### src/rtl/mac_pkg.sv
package mac_pkg;
    localparam int unsigned OPW = 16;
    localparam int unsigned ACCW = 2 * OPW;

    typedef enum logic [3:0] {
        OP_NOP   = 4'd0,
        OP_CLRA  = 4'd1,
        OP_LDT   = 4'd2,
        OP_MUL   = 4'd3,
        OP_ADDP  = 4'd4,
        OP_ADDLD = 4'd5,
        OP_STH   = 4'd6,
        OP_STL   = 4'd7,
        OP_MAC   = 4'd8
    } mac_op_e;
endpackage

### src/rtl/mac_lshift.sv
module mac_lshift #(
    parameter int unsigned W     = 32,
    parameter int unsigned SHW   = 5,
    parameter int unsigned MAXSH = 16
) (
    input  logic [W-1:0]   din,
    input  logic [SHW-1:0] sh,
    output logic [W-1:0]   dout
);
    logic [SHW-1:0] sh_eff;
    logic [W-1:0]   stage [SHW+1];

    // shift amounts above the limit saturate at the limit
    assign sh_eff   = (sh > SHW'(MAXSH)) ? SHW'(MAXSH) : sh;
    assign stage[0] = din;

    // barrel shifter: stage i shifts by 2**i when bit i of the amount is set
    for (genvar i = 0; i < SHW; i++) begin : g_stage
        assign stage[i+1] = sh_eff[i] ? (stage[i] << (2 ** i)) : stage[i];
    end

    assign dout = stage[SHW];
endmodule

### src/rtl/mac_product.sv
module mac_product #(
    parameter int unsigned DW = 16
) (
    input  logic          clk,
    input  logic          rst_n,
    input  logic          t_load,
    input  logic [DW-1:0] t_din,
    input  logic          mul_en,
    input  logic [DW-1:0] operand,
    output logic [2*DW-1:0] p_out
);
    localparam int unsigned PW = 2 * DW;

    logic [DW-1:0] t_q;
    logic [PW-1:0] p_q;
    logic signed [PW-1:0] prod;

    assign prod = $signed(t_q) * $signed(operand);

    always_ff @(posedge clk) begin
        if (!rst_n) begin
            t_q <= '0;
            p_q <= '0;
        end else begin
            if (t_load) t_q <= t_din;
            if (mul_en) p_q <= prod;
        end
    end

    assign p_out = p_q;

    AST_T_HOLD: assert property (@(posedge clk) disable iff (!rst_n)
        !t_load |=> $stable(t_q));
    AST_P_HOLD: assert property (@(posedge clk) disable iff (!rst_n)
        !mul_en |=> $stable(p_q));
endmodule

### src/rtl/mac_accum.sv
module mac_accum #(
    parameter int unsigned W = 32
) (
    input  logic         clk,
    input  logic         rst_n,
    input  logic         clr,
    input  logic         add_en,
    input  logic [W-1:0] addend,
    output logic [W-1:0] acc,
    output logic         ovf
);
    logic [W-1:0] acc_q;
    logic [W-1:0] sum;
    logic         ovf_q;
    logic         ovf_now;

    assign sum     = acc_q + addend;
    assign ovf_now = (acc_q[W-1] == addend[W-1]) && (sum[W-1] != acc_q[W-1]);

    always_ff @(posedge clk) begin
        if (!rst_n) begin
            acc_q <= '0;
            ovf_q <= 1'b0;
        end else if (clr) begin
            acc_q <= '0;
            ovf_q <= 1'b0;
        end else if (add_en) begin
            acc_q <= sum;
            ovf_q <= ovf_q | ovf_now;
        end
    end

    assign acc = acc_q;
    assign ovf = ovf_q;

    AST_ACC_HOLD: assert property (@(posedge clk) disable iff (!rst_n)
        (!clr && !add_en) |=> ($stable(acc_q) && $stable(ovf_q)));
    AST_OVF_CAUSE: assert property (@(posedge clk) disable iff (!rst_n)
        $rose(ovf_q) |-> $past(add_en));
    AST_OVF_STICKY: assert property (@(posedge clk) disable iff (!rst_n)
        (ovf_q && !clr) |=> ovf_q);
    AST_CLR_EMPTY: assert property (@(posedge clk) disable iff (!rst_n)
        clr |=> (acc_q == '0 && !ovf_q));
endmodule

### src/rtl/mac_datapath.sv
module mac_datapath
    import mac_pkg::*;
#(
    parameter int unsigned DW      = 16,
    parameter int unsigned SHW     = 5,
    parameter int unsigned PMAXSH  = 16,
    parameter int unsigned SSHW    = 3
) (
    input  logic          clk,
    input  logic          rst_n,
    input  logic [3:0]    op_code,
    input  logic [SHW-1:0] op_shift,
    input  logic          op_src,
    input  logic [DW-1:0] data_in,
    input  logic [DW-1:0] prog_in,
    output logic [DW-1:0] data_out,
    output logic          flag_zero,
    output logic          flag_neg,
    output logic          flag_ovf
);
    localparam int unsigned AW     = 2 * DW;
    localparam int unsigned SSMAX  = (1 << SSHW) - 1;

    mac_op_e       op;
    logic          t_load, mul_en, clr, add_en, st_en, st_low;
    logic [DW-1:0] operand;
    logic [AW-1:0] p_val, p_shifted, acc, acc_shifted;
    logic [DW-1:0] dout_q;

    assign op      = mac_op_e'(op_code);
    assign operand = op_src ? prog_in : data_in;

    // operation decode
    always_comb begin
        t_load = 1'b0;
        mul_en = 1'b0;
        clr    = 1'b0;
        add_en = 1'b0;
        st_en  = 1'b0;
        st_low = op_code[0];
        unique case (op)
            OP_CLRA:  clr = 1'b1;
            OP_LDT:   t_load = 1'b1;
            OP_MUL:   mul_en = 1'b1;
            OP_ADDP:  add_en = 1'b1;
            OP_ADDLD: begin add_en = 1'b1; t_load = 1'b1; end
            OP_STH, OP_STL: st_en = 1'b1;
            OP_MAC:   begin add_en = 1'b1; mul_en = 1'b1; end
            default:  ;
        endcase
    end

    mac_product #(.DW(DW)) u_product (
        .clk(clk), .rst_n(rst_n),
        .t_load(t_load), .t_din(data_in),
        .mul_en(mul_en), .operand(operand),
        .p_out(p_val)
    );

    mac_lshift #(.W(AW), .SHW(SHW), .MAXSH(PMAXSH)) u_pshift (
        .din(p_val), .sh(op_shift), .dout(p_shifted)
    );

    mac_accum #(.W(AW)) u_accum (
        .clk(clk), .rst_n(rst_n),
        .clr(clr), .add_en(add_en), .addend(p_shifted),
        .acc(acc), .ovf(flag_ovf)
    );

    mac_lshift #(.W(AW), .SHW(SSHW), .MAXSH(SSMAX)) u_sshift (
        .din(acc), .sh(op_shift[SSHW-1:0]), .dout(acc_shifted)
    );

    // store path register
    always_ff @(posedge clk) begin
        if (!rst_n)
            dout_q <= '0;
        else if (st_en)
            dout_q <= st_low ? acc_shifted[DW-1:0] : acc_shifted[AW-1:DW];
    end

    assign data_out  = dout_q;
    assign flag_zero = (acc == '0);
    assign flag_neg  = acc[AW-1];

    AST_STORE_HOLD: assert property (@(posedge clk) disable iff (!rst_n)
        !(op == OP_STH || op == OP_STL) |=> $stable(data_out));
    AST_CLR_ZERO: assert property (@(posedge clk) disable iff (!rst_n)
        (op == OP_CLRA) |=> (flag_zero && !flag_neg && !flag_ovf));
    AST_FLAGS_QUIET: assert property (@(posedge clk) disable iff (!rst_n)
        (op == OP_NOP || op == OP_LDT || op == OP_MUL || op == OP_STH || op == OP_STL)
        |=> ($stable(flag_zero) && $stable(flag_neg) && $stable(flag_ovf)));
    AST_ZERO_NOT_NEG: assert property (@(posedge clk) disable iff (!rst_n)
        flag_zero |-> !flag_neg);
endmodule

### config.mk
export PLATFORM = sky130hd
export DESIGN_NAME = mac_datapath
export DESIGN_NICKNAME = d
export VERILOG_FILES = /design/src/rtl/mac_pkg.sv /design/src/rtl/mac_lshift.sv /design/src/rtl/mac_product.sv /design/src/rtl/mac_accum.sv /design/src/rtl/mac_datapath.sv
export SDC_FILE = /design/constraint.sdc
export NUM_CORES = 1
export LEC_CHECK = 0
export BUFFER_PORTS_ARGS = -buffer_cell sky130_fd_sc_hd__clkbuf_2
export CAP_MARGIN = 25
export CORE_ASPECT_RATIO = 0.7
export CORE_MARGIN = 2
export CORE_UTILIZATION = 60
export CTS_CLUSTER_DIAMETER = 120
export CTS_CLUSTER_SIZE = 14
export DETAILED_ROUTE_END_ITERATION = 10
export GPL_TIMING_DRIVEN = 1
export PLACE_DENSITY = 0.78
export SLEW_MARGIN = 20
export SYNTH_ARGS = -nofsm -noshare
export SYNTH_HDL_FRONTEND = slang
export SYNTH_SLANG_ARGS = --single-unit
### constraint.sdc
create_clock -name clk -period 8.95 [get_ports clk]
set_input_delay 1.79 -clock clk [delete_from_list [all_inputs] [get_ports clk]]
set_output_delay 1.79 -clock clk [all_outputs]
set_load 0.005 [all_outputs]
Yosys cells after proc, flatten, opt, wreduce, memory -nomap -nowiden
Cells that the tools add are included.
{"block": "totals", "ff_bits": 97, "word_cells": 45}
{"block": "classes", "addsub": 1, "n_mul": 1, "order_cmp": 2, "eq_ne": 10, "muxes": 17, "bitwise_logic": 2, "n_reduce_logical": 7}
{"operator": "32-bit 2-to-1 mux", "n": 8}
{"operator": "32-bit adder", "n": 1}
{"operator": "32-bit zero test", "n": 1}
{"operator": "16-bit by 16-bit multiplier with 32-bit output", "n": 1}
{"operator": "16-bit 2-to-1 mux", "n": 2}
{"operator": "4-bit by 3-bit == test with 1-bit output (second input constant)", "n": 4}
{"operator": "4-bit by 2-bit == test with 1-bit output (second input constant)", "n": 2}
{"operator": "2-bit OR reduction", "n": 4}
{"operator": "5-bit greater-than comparator (second input constant)", "n": 1}
{"operator": "1-bit 2-to-1 mux", "n": 5}
{"operator": "5-bit 2-to-1 mux", "n": 1}
{"operator": "4-bit by 1-bit == test with 1-bit output (second input constant)", "n": 1}
{"operator": "4-bit == test (second input constant)", "n": 1}
{"operator": "3-bit greater-than comparator (second input constant)", "n": 1}
{"operator": "3-bit 2-to-1 mux", "n": 1}
{"operator": "3-bit OR reduction", "n": 1}
{"operator": "1-bit == test", "n": 1}
{"operator": "1-bit logical AND", "n": 1}
{"operator": "1-bit inequality test", "n": 1}
{"operator": "1-bit NOT", "n": 1}
{"operator": "1-bit bitwise OR", "n": 1}

Depth between registers and ports, before layout
Gate-level depths: netlist of the first run.
{"block": "depth", "ltp_word": 11, "ltp_mapped": 26}

By module
A second synthesis of the first run with hierarchy kept.
{"block": "unflattened", "cells_unflattened": 2161, "area_unflattened_um2": 18646.6}
{"module": "mac_product", "instances": 1, "cells_per_inst": 1258, "area_per_inst_um2": 11677.4, "seq_area_each_um2": 960.9}
{"module": "mac_accum", "instances": 1, "cells_per_inst": 332, "area_per_inst_um2": 2715.1, "seq_area_each_um2": 660.6}
{"module": "mac_lshift at u_pshift", "instances": 1, "cells_per_inst": 314, "area_per_inst_um2": 2129.5, "seq_area_each_um2": 0.0}
{"module": "mac_datapath", "instances": 1, "cells_per_inst": 114, "area_per_inst_um2": 1101.1, "seq_area_each_um2": 320.3}
{"module": "mac_lshift at u_sshift", "instances": 1, "cells_per_inst": 143, "area_per_inst_um2": 1023.5, "seq_area_each_um2": 0.0}

Least setup slack after synthesis of the first run
OpenSTA, ideal clock, no wires.
{"block": "synth_timing", "kind": "input port to flip-flop", "start": "input op_src", "end": "register u_product.p_q[29] (netlist: u_product.p_out[29])", "setup_ps": 122, "arrival_ps": 8259, "t_required_ps": 8828, "setup_slack_ps": 569, "path_stages": 24, "path_buffers": 3, "cell_sequence": "clkbuf_1 -> clkbuf_1 -> mux2_2 -> clkbuf_1 -> nand2_1 -> inv_1 -> fa_1 -> fa_1 -> fa_1 -> fa_1 -> fa_1 -> inv_1 -> fa_1 -> inv_1 -> ha_1 -> and3_1 -> a41oi_1 -> nor2b_1 -> o21ai_0 -> o311ai_1 -> nand4_1 -> a31oi_1 -> and4b_1 -> a311o_1"}
{"block": "synth_via", "elab_chain_len": 2}
{"element": "start, declared", "line_no": "mac_datapath.sv:13", "rtl": "input logic op_src,"}
{"element": "16-bit 2-to-1 mux", "line_no": "mac_datapath.sv:31", "rtl": "assign operand = op_src ? prog_in : data_in;"}
{"element": "16-bit by 16-bit multiplier with 32-bit output", "line_no": "mac_product.sv:18", "rtl": "assign prod = $signed(t_q) * $signed(operand);"}
{"element": "end signal, assigned", "line_no": "mac_product.sv:26", "rtl": "if (mul_en) p_q <= prod;"}
{"element": "end, declared", "line_no": "mac_product.sv:15", "rtl": "logic [PW-1:0] p_q;"}
Every way passes these cells.
A chain may end at the register's enable or synchronous reset.

Worst setup path after layout of the first run
Same ends and word-level chain as after synthesis.

==> results of run 1 <==
## cells in the final DEF, fill, tap and decap left out, types with 13 or more instances in the layout
| cell | netlist | final |
|---|---|---|
| xor2_1 | 23 | 23 |
| ha_1 | 113 | 113 |
| clkbuf_2 | 0 | 62 |
| fa_1 | 263 | 263 |
| nor2b_1 | 67 | 66 |
| a21oi_1 | 88 | 86 |
| dfxtp_1 | 97 | 97 |
| inv_1 | 301 | 301 |
| nand2_1 | 259 | 259 |
| mux2i_1 | 108 | 108 |
| nand3_1 | 26 | 26 |
| a211oi_1 | 34 | 34 |
| nand2b_1 | 17 | 17 |
| a31oi_1 | 13 | 13 |
| xnor2_1 | 29 | 29 |
| nor3_1 | 15 | 15 |
| a21o_1 | 25 | 25 |
| nor2_1 | 71 | 70 |
| o21ai_0 | 76 | 76 |
| and2_1 | 118 | 118 |
| mux2_2 | 30 | 30 |
| buf_4 | 2 | 14 |
## routing by layer
| metal | wire length (µm) | vias up |
|---|---|---|
| li1 | - | 6632 |
| met1 | 19500 | 7101 |
| met2 | 19700 | 607 |
| met3 | 4650 | 56 |
| met4 | 688 | 0 |
| met5 | 0 | - |
## stage by stage
step / power [mW] / cell area [µm²]
floorplan: 1.33 / 17600
global placement: 1.55 / 18100
detailed placement: 1.60 / 18100
CTS: 2.02 / 18400
global route: 2.19 / 18400
finish: 2.02 / 18400
## worst reg2reg max path, stage by stage, from the launching register on
cell and delay [ns]:
dfxtp_1 0.76, nand2_1 0.21, inv_1 0.17, fa_1 0.56
fa_1 0.57, fa_1 0.45, fa_1 0.50, fa_1 0.49
inv_1 0.05, fa_1 0.47, inv_1 0.04, ha_1 0.37
a21o_1 0.14, a21oi_1 0.06, o21bai_1 0.35, a211oi_2 0.14
o311ai_1 0.52, nand4_1 0.25, a31oi_1 0.24, nor2_1 0.07
a311o_1 0.26
## registers in the layout (all words and copies together) (netlist names)
| name | count |
|---|---|
| u_accum.acc | 32 |
| u_product.p_out | 32 |
| data_out | 16 |
| u_product.t_q | 16 |
| u_accum.ovf | 1 |
## logic make-up after synthesis
kind of cell               Yosys count
buffers and inverters              403
DFF                                 97
AOI/OAI and AO/OA                  329
xor gates and xnor gates            52
and+or+nand+nor                    637
adders and majority gates          376
muxes                              149
## layout make-up
cell class	count	area, µm²
repair buffers	77	435
multi-input cells	1543	14100
flip-flops and latches	97	1940
fillers	2425	10500
well taps	378	473
inverters	302	1130
clock inverters	7	73.8
clock buffers	9	225
## final timing paths
kind	end	slack [ns]
worst max-delay path	u_product.p_out[29]	0.67
worst max register to register	u_product.p_out[29]	2.17
worst min-delay path	u_accum.ovf	0.47
worst min register to register	u_accum.ovf	0.47
## report_power, final
part | switching, mW | total (mW) | leakage [nW] | internal, mW
registers | 0.0392 | 0.492 | 0.786 | 0.452
logic | 0.656 | 1.11 | 8.06 | 0.459
clock network | 0.218 | 0.416 | 0.147 | 0.198
total | 0.913 | 2.02 | 8.99 | 1.11
==> metrics.md, run 1 <==
| Metric | Value |
|---|---|
| Count leader, synth | `inv_1` |
| Kind of start point of the critical path | `input port` |
| Overflow after GRT | `0` |
| Critical Path Start | `op_src` |
| Core box area | `0.0288 mm²` |
| Final wirelength | `44.5 mm` |
| Worst min path class | `flip-flop to flip-flop` |
| Routed WL per cell | `18.4 µm` |
| Max Fclk | `121 MHz` |
| Synth top area share | `30.0%` |
| Postcts setup bufs | `0` |
| Post-cts sizing count | `0` |
| Synthesized-area fraction occupied by ao, oa, aoi and oai cells | `12.1%` |
| Max Root-Sink Buffers | `2` |
| Worst-Margin Slew | `0.941 ns` |
| Synth warnings | `0` |
| Final count of negative-setup-slack endpoints | `0` |
| P&R area growth vs syn | `4.59%` |
| Met3 track demand over resource | `7.16%` |
| Place WS | `0.386 ns` |
| Critical Path Sink Type | `flip-flop` |
| Seq/Total Area, Yosys | `11.1%` |
| Inst Count DP | `2396` |
| Ports | `63` |
| Drt drc | `0` |
| GRT busiest layer | `met2` |
| Hold_ws | `0.469 ns` |
| Post-synth ARST share | `0%` |
| Netlist cell types | `74` |
| ANT nets after route | `0` |
| Hold path depth | `2` |
| Combinational family with the most area after synthesis | `adder cells` |
| Mux share of post-synthesis cell area | `9.49%` |
| Outcome | `finished, final reports clean` |
| Synth Instances | `2043` |
| CTS Buf Count | `9` |
| Die X | `209 µm` |
| Number of flops mapped to enable cells by yosys | `0` |
| All-Layer GR Usage | `30.4%` |
| Met1 usage | `44.0%` |
| Crit-path cells | `clkbuf_2, mux2_2, nand2_1, inv_1, fa_1, fa_1, fa_1, fa_1, fa_1, inv_1, fa_1, inv_1, ha_1, a21o_1, a21oi_1, o21bai_1, a211oi_2, o311ai_1, nand4_1, a31oi_1, nor2_1, a311o_1` |
| Worst path required time | `9.20 ns` |
| Slowest CP cell | `fa_1` |
| Adder-Cell Fraction of Synth Area | `38.0%` |
| Final setup skew | `0.0116 ns` |
| CP max FO | `16` |
| Final core area utilization | `63.7%` |
| Leading area contributor after synthesis | `fa_1` |
| Simple-gate share of the synthesized area | `17.9%` |
| Die ar. | `0.0307 mm²` |
| Most frequent CP cell | `fa_1` |
| # H-tree levels | `3` |
| Clk_lat worst skew | `0.37 ns` |
| Max Cap Viol | `0` |
| Initial Util | `60.9%` |
| Initial antenna violation count | `0` |
| Leakage power figure | `8.99 nW` |
| Fin nets | `2450` |
| DP HPWL | `35.6 mm` |
| Pwr Density | `110 mW/mm²` |
| Max-slew violation count | `0` |
| Crit path time final | `8.28 ns` |
| DRT iter0 DRCs | `1189` |
| Final worst path period share | `92.5%` |
| Cts hold-fix bufs | `0` |
| # port buffers | `62` |
| Total negative slack | `0 ns` |
| Reg2reg start | `u_product.t_q[15]` |
| Max IR drop VDD | `0.000127 V` |
| Synth top area cells | `fa_1 (30%), dfxtp_1 (11%), ha_1 (8.0%)` |
| Die Y | `147 µm` |
| Antenna cells | `0` |
| Xor-xnor portion of the synthesized cell area | `2.59%` |
| Final Hold Viols | `0` |
| Crit Path Category | `input port to flip-flop` |
| Crit path max-delay family | `adder cells` |
| Relative slew slack | `37.1%` |
| Crit-path max cell delay | `0.77 ns` |
| Layout Cells excl Fill | `2413` |
| HP Start | `u_accum.ovf` |
| Global-route wire length before repair | `74.6 mm` |
| Synth Register Bits | `97` |
| Clock Sinks | `97` |
| Share of cells above drive strength 1 | `8.11%` |
| Largest net degree at the start of global routing | `76` |
| Syn_nets | `2463` |
| Clock Tree Root | `clkbuf_16` |
| GP Congestion | `0.962` |
| CTS tree | `yes` |
| Via count of the first global-routing pass | `14500` |
| Critical path arrival | `8.53 ns` |
| Via total after detailed routing | `14400` |
| Via density | `5.97` |
| Clk pin slew, worst setup/hold paths | `0.08 ns` |
| Worst reg2reg path depth | `20` |
| Mean post-synth cell area | `8.60 µm²` |
| Synth Cell Area | `0.0176 mm²` |
| Unrepaired setup endpoints after global routing | `false` |
| CP Depth | `22` |
| First-pass iteration count of the detailed router | `5` |
| Buffers plus inverters on the worst setup path | `4` |
| Site Rows | `52` |
| Post-synth top flop | `dfxtp_1` |
| Commonest cells in the netlist | `inv_1 (301), fa_1 (263), nand2_1 (259)` |
| Post-route setup slack | `0.670 ns` |
| Met2 usage | `46.6%` |
(Power assumes the default switching activity.)
==> run 2: changes to the inputs <==
--- a/config.mk
+++ b/config.mk
@@ -5,7 +5,6 @@
 export SDC_FILE = /design/constraint.sdc
 export NUM_CORES = 1
 export LEC_CHECK = 0
-export BUFFER_PORTS_ARGS = -buffer_cell sky130_fd_sc_hd__clkbuf_2
 export CAP_MARGIN = 25
 export CORE_ASPECT_RATIO = 0.7
 export CORE_MARGIN = 2
@@ -13,8 +12,9 @@
 export CTS_CLUSTER_DIAMETER = 120
 export CTS_CLUSTER_SIZE = 14
 export DETAILED_ROUTE_END_ITERATION = 10
+export DONT_BUFFER_PORTS = 1
 export GPL_TIMING_DRIVEN = 1
-export PLACE_DENSITY = 0.78
+export PLACE_DENSITY = 0.76
 export SLEW_MARGIN = 20
 export SYNTH_ARGS = -nofsm -noshare
 export SYNTH_HDL_FRONTEND = slang
==> run 2 against run 1 <==
Effect of this change:
- power is 2.5% lower
- sequential power barely moved
- critical endpoint unchanged
- flip-flop and latch count stayed put
- combinational power shrank 5%
- largest power group unchanged
- critical path type unchanged
- final area is 1.7% lower
- global-route usage decreased by 1.3 points
==> metrics.md, run 2 (same netlist as run 1, synthesis figures left out) <==
| Metric | Value |
|---|---|
| Outcome | `finished, final reports clean` |
| # H-tree levels | `3 (unchanged)` |
| Critical Path Sink Type | `flip-flop` |
| # port buffers | `0 (-100%)` |
| Clock Sinks | `97 (unchanged)` |
| Via total after detailed routing | `14000 (-2.7%)` |
| Relative slew slack | `44.9% (+7.8 points)` |
| Most frequent CP cell | `fa_1` |
| Postcts setup bufs | `0 (unchanged)` |
| Die X | `209 µm (unchanged)` |
| Fin nets | `2386 (-2.6%)` |
| Met1 usage | `43.0% (-1.1 points)` |
| First-pass iteration count of the detailed router | `7 (+2)` |
| Cts hold-fix bufs | `0 (unchanged)` |
| Total negative slack | `0 ns (unchanged)` |
| Site Rows | `52 (unchanged)` |
| Commonest non-fill, non-tap cell in the layout | `inv_1` |
| Clk_lat worst skew | `0.37 ns (about the same)` |
| GP Congestion | `0.971 (+0.91%)` |
| All-Layer GR Usage | `29.1% (-1.3 points)` |
| CTS Buf Count | `9 (unchanged)` |
| Final worst path period share | `88.5% (-4.1 points)` |
| Met3 track demand over resource | `7.18% (+0.021 points)` |
| Core box area | `0.0288 mm² (unchanged)` |
| Crit Path Category | `input port to flip-flop` |
| Reg2reg start | `u_product.t_q[15]` |
| Place WS | `0.762 ns (+0.375 ns)` |
| Overflow after GRT | `0 (unchanged)` |
| Worst-Margin Slew | `0.826 ns (-0.115 ns)` |
| Final core area utilization | `62.6% (-1.1 points)` |
| Global-route wire length before repair | `71.3 mm (-4.4%)` |
| Routed WL per cell | `18.4 µm (-0.16%)` |
| Kind of start point of the critical path | `input port` |
| Overall Power | `1.97 mW (-2.5%)` |
| Final Hold Viols | `0 (unchanged)` |
| Max-slew violation count | `0 (unchanged)` |
| P&R area growth vs syn | `2.77%` |
| Unrepaired setup endpoints after global routing | `false` |
| Hold path depth | `2 (unchanged)` |
| Final wirelength | `43.2 mm (-2.8%)` |
| Initial Util | `60.9% (unchanged)` |
| Drt drc | `0 (unchanged)` |
| Pwr Density | `109 mW/mm² (-0.82%)` |
| Slowest CP cell | `fa_1` |
| Post-route setup slack | `1.03 ns (+0.363 ns)` |
| Worst min path class | `flip-flop to flip-flop` |
| Crit-path max cell delay | `0.81 ns (+0.04 ns)` |
| R2R Path End | `u_product.p_out[29]` |
| Hold Path End | `u_accum.ovf` |
| Via count of the first global-routing pass | `13900 (-4.3%)` |
| Ports | `63 (unchanged)` |
| Max Fclk | `126 MHz (+4.6%)` |
| Die ar. | `0.0307 mm² (unchanged)` |
| CTS tree | `yes` |
| Flop2flop setup slack | `2.24 ns (+0.07 ns)` |
| Clk pin slew, worst setup/hold paths | `0.07 ns (about the same)` |
| Max IR drop VDD | `0.000106 V (-16%)` |
| Max Cap Viol | `0 (unchanged)` |
| Share of cells above drive strength 1 | `5.07% (-3.0 points)` |
| Final setup skew | `0.0156 ns (+0.00402 ns)` |
| Critical path arrival | `8.16 ns (-0.37 ns)` |
| Leakage power figure | `8.72 nW (-3.0%)` |
| Die Y | `147 µm (unchanged)` |
| Max Root-Sink Buffers | `2 (unchanged)` |
| Crit-path cells | `mux2_2, nand2_1, inv_1, fa_1, fa_1, fa_1, fa_1, fa_1, inv_1, fa_1, inv_1, ha_1, a21o_1, a21oi_1, o21bai_1, a21oi_1, o311ai_1, nand4_1, a31oi_1, nor2_1, a311o_1` |
| GRT busiest layer | `met2` |
| Antenna cells | `0 (unchanged)` |
| Clock Tree Root | `clkbuf_16` |
| Worst path required time | `9.20 ns (about the same)` |
| Final count of negative-setup-slack endpoints | `0 (unchanged)` |
| Most frequent cells in the layout | `inv_1 (301), fa_1 (263), nand2_1 (259)` |
| Via density | `5.96 (about the same)` |
| Crit path time final | `7.92 ns (-0.363 ns)` |
| HP Start | `u_accum.ovf` |
| Buffers plus inverters on the worst setup path | `3 (-1)` |
| Post-cts sizing count | `0 (unchanged)` |
| Worst reg2reg path depth | `20 (unchanged)` |
| Crit path max-delay family | `adder cells` |
| DRT iter0 DRCs | `1197 (+0.67%)` |
| Largest net degree at the start of global routing | `76 (unchanged)` |
| DP HPWL | `35.0 mm (-1.9%)` |
| Initial antenna violation count | `0 (unchanged)` |
| CP max FO | `16 (unchanged)` |
| ANT nets after route | `0 (unchanged)` |
| Hold_ws | `0.494 ns (+0.0248 ns)` |
| Met2 usage | `44.4% (-2.2 points)` |
-- run 2: changes by cell type in the layout (fill, tap and decap cells not counted) --
cell      delta
nor2b_1      +1
buf_8        +1
clkbuf_2    -62
buf_4        -3
nor2b_2      -1
-- run 2: power by group --
part / internal [mW] / switching [mW]
logic: 0.448 / 0.616
clock network: 0.198 / 0.214
registers: 0.453 / 0.0410
total: 1.10 / 0.872
-- run 2: area by class of cell --
type / count / area [µm²]
Tap cell: 378 / 473
Inverter: 302 / 1130
Multi-Input combinational cell: 1543 / 14100
Clock inverter: 7 / 73.8
Fill cell: 2463 / 10800
Sequential cell: 97 / 1940
Timing Repair Buffer: 13 / 118
Clock buffer: 9 / 225
-- run 2: worst reg2reg max path, stage by stage, from the launching register on --
cell	delay (ns)
dfxtp_1	0.79
nand2_1	0.21
inv_1	0.17
fa_1	0.58
fa_1	0.58
fa_1	0.44
fa_1	0.51
fa_1	0.49
inv_1	0.05
fa_1	0.47
inv_1	0.04
ha_1	0.37
a21o_1	0.14
a21oi_1	0.06
o21bai_1	0.28
a21oi_1	0.11
o311ai_1	0.50
nand4_1	0.25
a31oi_1	0.22
nor2_1	0.07
a311o_1	0.27
-- run 2: how the worst max path moves through the flow --
stage                 from  slack (ns)  cells past startpoint                  end
floorplan           op_src        0.57                     24  u_product.p_out[29]
global placement    op_src        0.94                     21  u_product.p_out[29]
detailed placement  op_src        0.76                     21  u_product.p_out[29]
CTS                 op_src        1.12                     21  u_product.p_out[29]
global route        op_src        0.68                     21  u_product.p_out[29]
finish              op_src        1.03                     21  u_product.p_out[29]
-- run 2: through the flow --
| stage | cells | cell area (µm²) |
|---|---|---|
| 2_1_floorplan | 2043 | 17600 |
| 3_3_place_gp | 2330 | 17700 |
| 5_1_grt | 2349 | 18100 |
| 3_5_place_dp | 2330 | 17700 |
| 6_report | 2349 | 18100 |
| 4_1_cts | 2346 | 18000 |
-- run 2: metal layers --
layer	part of all wire (%)	wire length [µm]
met5	0	0
met4	0.92	398
met1	45	19500
met2	44	19100
met3	9.8	4220
